==> config.mk <==
export PLATFORM = sky130hd
export DESIGN_NAME = dmac_top
export DESIGN_NICKNAME = d
export VERILOG_FILES = /design/src/rtl/dmac_pkg.sv /design/src/rtl/dmac_lanes.sv /design/src/rtl/dmac_combine.sv /design/src/rtl/dmac_qflag.sv /design/src/rtl/dmac_top.sv
export SDC_FILE = /design/constraint.sdc
export NUM_CORES = 2
export LEC_CHECK = 0
export BUFFER_PORTS_ARGS = -buffer_cell sky130_fd_sc_hd__buf_4
export CAP_MARGIN = 20
export CORE_MARGIN = 8
export CORE_UTILIZATION = 55
export CTS_BUF_LIST = sky130_fd_sc_hd__clkbuf_4 sky130_fd_sc_hd__clkbuf_8 sky130_fd_sc_hd__clkbuf_16
export DETAILED_ROUTE_END_ITERATION = 8
export PLACE_DENSITY = 0.77
export SLEW_MARGIN = 5
export SYNTH_ARGS = -nofsm -noshare
export SYNTH_HDL_FRONTEND = slang
export SYNTH_HIERARCHICAL = 1
export SYNTH_SLANG_ARGS = --single-unit
==> constraint.sdc <==
create_clock -name clk -period 16.3 [get_ports clk]
set_input_delay 0 -clock clk [delete_from_list [all_inputs] [get_ports clk]]
set_output_delay 0 -clock clk [all_outputs]
set_load 0.01 [all_outputs]
==> src/rtl/dmac_pkg.sv <==
package dmac_pkg;

    localparam int unsigned HALF_W_DEF = 16;

    typedef struct packed {
        logic swap;
        logic sub;
        logic long_form;
        logic acc_en;
    } dmac_ctl_t;

    // signed overflow of a two's complement addition, judged from the sign bits
    function automatic logic add_ovf(input logic sa, input logic sb, input logic ss);
        return (sa == sb) && (ss != sa);
    endfunction

endpackage

==> src/rtl/dmac_lanes.sv <==
module dmac_lanes
    import dmac_pkg::*;
#(
    parameter int unsigned HALF_W = HALF_W_DEF,
    localparam int unsigned WORD_W = 2 * HALF_W
) (
    input  logic [WORD_W-1:0]           opa,
    input  logic [WORD_W-1:0]           opb,
    input  logic                        swap,
    output logic [1:0][WORD_W-1:0]      prod
);

    for (genvar g = 0; g < 2; g++) begin : g_lane
        logic signed [HALF_W-1:0] a_half;
        logic signed [HALF_W-1:0] b_half;
        logic signed [WORD_W-1:0] p;

        assign a_half = opa[g*HALF_W +: HALF_W];
        assign b_half = swap ? opb[(1-g)*HALF_W +: HALF_W]
                             : opb[g*HALF_W +: HALF_W];
        assign p       = a_half * b_half;
        assign prod[g] = p;
    end

endmodule

==> src/rtl/dmac_combine.sv <==
module dmac_combine
    import dmac_pkg::*;
#(
    parameter int unsigned HALF_W = HALF_W_DEF,
    localparam int unsigned WORD_W = 2 * HALF_W,
    localparam int unsigned LONG_W = 2 * WORD_W
) (
    input  logic [1:0][WORD_W-1:0] prod,
    input  dmac_ctl_t              ctl,
    input  logic [WORD_W-1:0]      acc_hi,
    input  logic [WORD_W-1:0]      acc_lo,
    output logic [LONG_W-1:0]      value,
    output logic                   q_set
);

    localparam int unsigned MSB = WORD_W - 1;

    logic [LONG_W-1:0] ext_one;
    logic [LONG_W-1:0] ext_two;
    logic [LONG_W-1:0] long_mix;
    logic [LONG_W-1:0] long_val;
    logic [WORD_W-1:0] short_mix;
    logic [WORD_W-1:0] short_acc;
    logic              mix_ovf;
    logic              acc_ovf;

    // long path: widen each product on its own, then combine
    always_comb begin
        ext_one  = {{WORD_W{prod[0][MSB]}}, prod[0]};
        ext_two  = {{WORD_W{prod[1][MSB]}}, prod[1]};
        long_mix = ctl.sub ? (ext_one - ext_two) : (ext_one + ext_two);
        long_val = long_mix + {acc_hi, acc_lo};
    end

    // short path: 32-bit arithmetic with overflow detection
    always_comb begin
        short_mix = ctl.sub ? (prod[0] - prod[1]) : (prod[0] + prod[1]);
        mix_ovf   = !ctl.sub && add_ovf(prod[0][MSB], prod[1][MSB], short_mix[MSB]);
        short_acc = short_mix + acc_lo;
        acc_ovf   = ctl.acc_en && add_ovf(short_mix[MSB], acc_lo[MSB], short_acc[MSB]);
    end

    always_comb begin
        if (ctl.long_form) begin
            value = long_val;
            q_set = 1'b0;
        end else begin
            value = {{WORD_W{1'b0}}, (ctl.acc_en ? short_acc : short_mix)};
            q_set = mix_ovf || acc_ovf;
        end
    end

endmodule

==> src/rtl/dmac_qflag.sv <==
module dmac_qflag (
    input  logic clk,
    input  logic rst,
    input  logic set_i,
    input  logic clear_i,
    output logic flag_o
);

    always_ff @(posedge clk) begin
        if (rst) begin
            flag_o <= 1'b0;
        end else if (set_i) begin
            flag_o <= 1'b1;
        end else if (clear_i) begin
            flag_o <= 1'b0;
        end
    end

endmodule

==> src/rtl/dmac_top.sv <==
module dmac_top
    import dmac_pkg::*;
#(
    parameter int unsigned HALF_W = HALF_W_DEF,
    localparam int unsigned WORD_W = 2 * HALF_W,
    localparam int unsigned LONG_W = 2 * WORD_W
) (
    input  logic              clk,
    input  logic              rst,
    input  logic              in_valid,
    input  logic [WORD_W-1:0] opa,
    input  logic [WORD_W-1:0] opb,
    input  logic [WORD_W-1:0] acc_hi,
    input  logic [WORD_W-1:0] acc_lo,
    input  logic              ctl_swap,
    input  logic              ctl_sub,
    input  logic              ctl_long,
    input  logic              ctl_acc,
    input  logic              q_clear,
    output logic              out_valid,
    output logic [WORD_W-1:0] res_hi,
    output logic [WORD_W-1:0] res_lo,
    output logic              q_flag
);

    dmac_ctl_t              ctl;
    logic [1:0][WORD_W-1:0] prod;
    logic [LONG_W-1:0]      value;
    logic                   q_set;

    assign ctl = '{swap: ctl_swap, sub: ctl_sub, long_form: ctl_long, acc_en: ctl_acc};

    dmac_lanes #(.HALF_W(HALF_W)) u_lanes (
        .opa  (opa),
        .opb  (opb),
        .swap (ctl.swap),
        .prod (prod)
    );

    dmac_combine #(.HALF_W(HALF_W)) u_combine (
        .prod   (prod),
        .ctl    (ctl),
        .acc_hi (acc_hi),
        .acc_lo (acc_lo),
        .value  (value),
        .q_set  (q_set)
    );

    dmac_qflag u_qflag (
        .clk     (clk),
        .rst     (rst),
        .set_i   (in_valid && q_set),
        .clear_i (q_clear),
        .flag_o  (q_flag)
    );

    always_ff @(posedge clk) begin
        if (rst) begin
            out_valid <= 1'b0;
            res_hi    <= '0;
            res_lo    <= '0;
        end else begin
            out_valid <= in_valid;
            if (in_valid) begin
                res_hi <= value[LONG_W-1:WORD_W];
                res_lo <= value[WORD_W-1:0];
            end
        end
    end

endmodule

==> results.py <==
metrics = {
    "run_status": {
        "outcome": "finished, final reports clean",
    },
    "cells_and_area": {
        "fin_area_um2": 31600,
        "n_antenna_cell": 0,
        "nets": 4487,
        "drive_gt1_share_pct": 8.80,
        "area_growth_pct": 7.30,
    },
    "grt": {
        "antenna_found_initial": 0,
        "first_global_vias": 25316,
        "gr-total-overflow": 0,
        "grt_start_max_net_pins": 67,
        "gr-usage-all-layers_pct": 25.2,
        "grt_pass1_wl_um": 126000,
    },
    "worst_hold_path": {
        "worstHoldPathType": "input pin to register",
        "holdPathStages": 3,
    },
    "floorplanning": {
        "die_width_um": 247,
        "num_rows": 84,
        "ios": 202,
        "die-area_um2": 61100,
        "core_um2": 52800,
        "die_y_um": 247,
        "start_util_pct": 55.8,
    },
    "setup_path": {
        "ff2ff_path_depth": 2,
        "crit_path_end_kind": "register",
        "slowest_stage": "mux2_2",
        "critPathRequiredTime_ns": 16.51,
        "cp-start-kind": "input pin",
        "max_stage_delay_ns": 0.54,
        "path_max_fanout": 32,
        "arrival_ns": 11.89,
        "critical_path_class": "input pin to register",
    },
    "clock_network": {
        "htreeDepth": 3,
        "insertion_delay_ns": 0.35,
        "cts_tree": "done",
        "cts_made_buffers": 9,
        "root_buffer": "clkbuf_16",
        "clkSlewWorstSetupHoldPaths_ns": 0.05,
        "cts_setup_buffers": 0,
        "cts.sinks": 66,
        "clock_path_buffers": 2,
    },
    "sta": {
        "final.setup.tns_ns": 0,
        "max_freq_mhz": 85.6,
        "max_slew_margin_pct": 29.5,
        "whs_ns": 0.0927,
        "finalMaxSlewViolations": 0,
        "skew_ns": 0,
        "fin_crit_ns": 11.68,
        "worstMarginPinSlew_ns": 1.04,
        "hold_violations": 0,
        "rsz0062_at_grt": "false",
        "period_share_pct": 71.7,
        "setup_viol": 0,
    },
    "place": {
        "post-dp-hpwl_um": 63800,
        "port_buffers": 201,
        "place_congestion": 0.960,
        "post_dp_cell_area_um2": 31200,
    },
    "synth": {
        "synth_top_area_cell": "fa_1",
        "yosysUniqueCellTypes": 89,
        "netlist_top_cells_area": "fa_1 36%, ha_1 11%, inv_1 7.9%",
        "synth.avg_cell_area_um2": 8.47,
        "synth.ff_latch_count": 66,
        "ys.flop_type": "dfxtp_1",
        "synthArstFlopShare_pct": 0,
        "ys_warn_count": 6,
        "synthCells": 3474,
        "synth-seq-area-share_pct": 4.49,
        "synth_edf_count": 0,
        "syn-cell-area_um2": 29400,
        "synth_top_area_share_pct": 35.8,
        "syn-num-nets": 4397,
    },
    "drt": {
        "drt-vias-per-instance": 5.63,
        "route.detailed.drc": 0,
        "dr.pass1.iters": 6,
        "drtAntennaViolNets": 0,
        "drt_iter0_drc": 1497,
        "wl_um": 75200,
        "wl_per_cell_um": 17.7,
        "vias": 23962,
    },
    "flow_run": {
        "maxCapViolCount": 0,
    },
}
## cells in the final DEF, fill, tap and decap left out, types with 6 or more instances in the layout
cell type  Yosys  routed
a211oi_1      18      18
a21boi_0       6       6
a21o_1        66      66
a21oi_1      170     170
a221oi_1       6       6
a31oi_1       19      19
and2_1       158     158
and3_1        14      14
buf_4         11     214
clkbuf_16      0       9
dfxtp_1       66      66
fa_1         526     526
ha_1         261     261
inv_1        622     622
mux2_2        26      26
mux2i_1       82      80
nand2_1      338     338
nand2b_1      37      37
nand3_1       34      34
nand4_1       29      29
nor2_1       215     214
nor2b_1      137     137
nor3_1        36      36
o211ai_1      12      12
o21a_1        16      16
o21ai_0       94      94
o21ai_1        7       7
o21ai_2        7       7
o21bai_1      24      24
o31ai_1       11      11
or2_2         15      15
or3_1          9       9
or4_1          8       8
xnor2_1      124     124
xor2_1        53      53
## state kept, by name, summed over array words and instances (netlist names)
name            flops
res_hi             32
out_valid           1
u_qflag/flag_o      1
res_lo             32
## cells in the mapped netlist, types with 4 or more instances
| master | n |
|---|---|
| o21ai_0 | 94 |
| nand3_1 | 34 |
| a211oi_1 | 18 |
| ha_1 | 261 |
| xor2_1 | 53 |
| or4_1 | 8 |
| a221oi_1 | 6 |
| a21o_1 | 66 |
| nor3_1 | 36 |
| buf_2 | 16 |
| nor2b_1 | 137 |
| nand2_1 | 338 |
| dfxtp_1 | 66 |
| and3_1 | 14 |
| nand2b_1 | 37 |
| or2_2 | 15 |
| a31oi_1 | 19 |
| inv_1 | 622 |
| a21oi_2 | 4 |
| nand4_1 | 29 |
| xnor2_1 | 124 |
| mux2i_1 | 82 |
| or3_1 | 9 |
| a21oi_1 | 170 |
| buf_4 | 11 |
| clkbuf_1 | 103 |
| nor4_1 | 5 |
| a21boi_0 | 6 |
| fa_1 | 526 |
| o31ai_1 | 11 |
| nor2_1 | 215 |
| o21a_1 | 16 |
| o21ai_2 | 7 |
| o21bai_1 | 24 |
| and2_1 | 158 |
| o21ai_1 | 7 |
| buf_12 | 5 |
| o211ai_1 | 12 |
| mux2_2 | 26 |
| o2111ai_1 | 4 |
## through the flow
step           utilization [%]  worst slack [ns]  instances
5_1_grt                   59.8              3.84       4255
2_1_floorplan                -              4.66       3474
3_3_place_gp              59.2              4.66       4239
3_5_place_dp              59.2              4.42       4240
4_1_cts                   59.8              4.77       4255
6_report                  59.8              4.62       4255
## final cells by class
type / instances / area (um^2)
well taps: 688 / 861
fillers: 4706 / 21200
clock inverters: 3 / 65.1
multi-input cells: 2649 / 25100
inverters: 622 / 2330
flip-flops and latches: 66 / 1320
clock buffers: 11 / 246
repair buffers: 216 / 1620
## layer usage
| layer | vias to the layer above | track usage (%) | wire [um] |
|---|---|---|---|
| met3 | 199 | 3.12 | 4120 |
| met2 | 789 | 43.1 | 36500 |
| met5 | - | 0 | 0 |
| met1 | 11783 | 31.8 | 30800 |
| li1 | 11191 | - | - |
| met4 | 0 | 11.5 | 3800 |
## worst paths after layout
kind | start | to | slack, ns
hold reg to reg | res_lo[2]$_SDFFE_PP0P_ | res_lo[2]$_SDFFE_PP0P_ | 0.49
setup reg to reg | res_hi[26]$_SDFFE_PP0P_ | res_hi[26]$_SDFFE_PP0P_ | 15.61
hold / removal | in_valid | res_lo[12]$_SDFFE_PP0P_ | 0.09
setup / recovery | ctl_swap | res_hi[19]$_SDFFE_PP0P_ | 4.62
## critical path: cells and delay by family
family | cells | cell delay [ns]
xor gates and xnor gates | 3 | 0.38
and+or+nand+nor | 9 | 1.92
buffers and inverters | 6 | 1.00
adders and majority gates | 9 | 4.15
AOI/OAI and AO/OA | 19 | 3.54
muxes | 3 | 0.87
## timing repair
item / in CTS / in global routing
resized for setup: 0 / 0
hold buffers: 1 / 0
hold endpoints to repair: 1 / 0
## cells by family (layout without fill, tap and decap cells)
family	count (synthesis)	in the layout	share of synthesized area [%]
AOI/OAI and AO/OA	519	519	11.6
muxes	109	109	3.82
buffers and inverters	759	852	10.2
and+or+nand+nor	1056	1056	17.7
xor gates and xnor gates	178	178	5.33
adders and majority gates	787	787	46.9
DFF	66	66	4.49
Power is not shown: default switching activity piles up to over one toggle a cycle in this logic, so the estimate is an artifact.
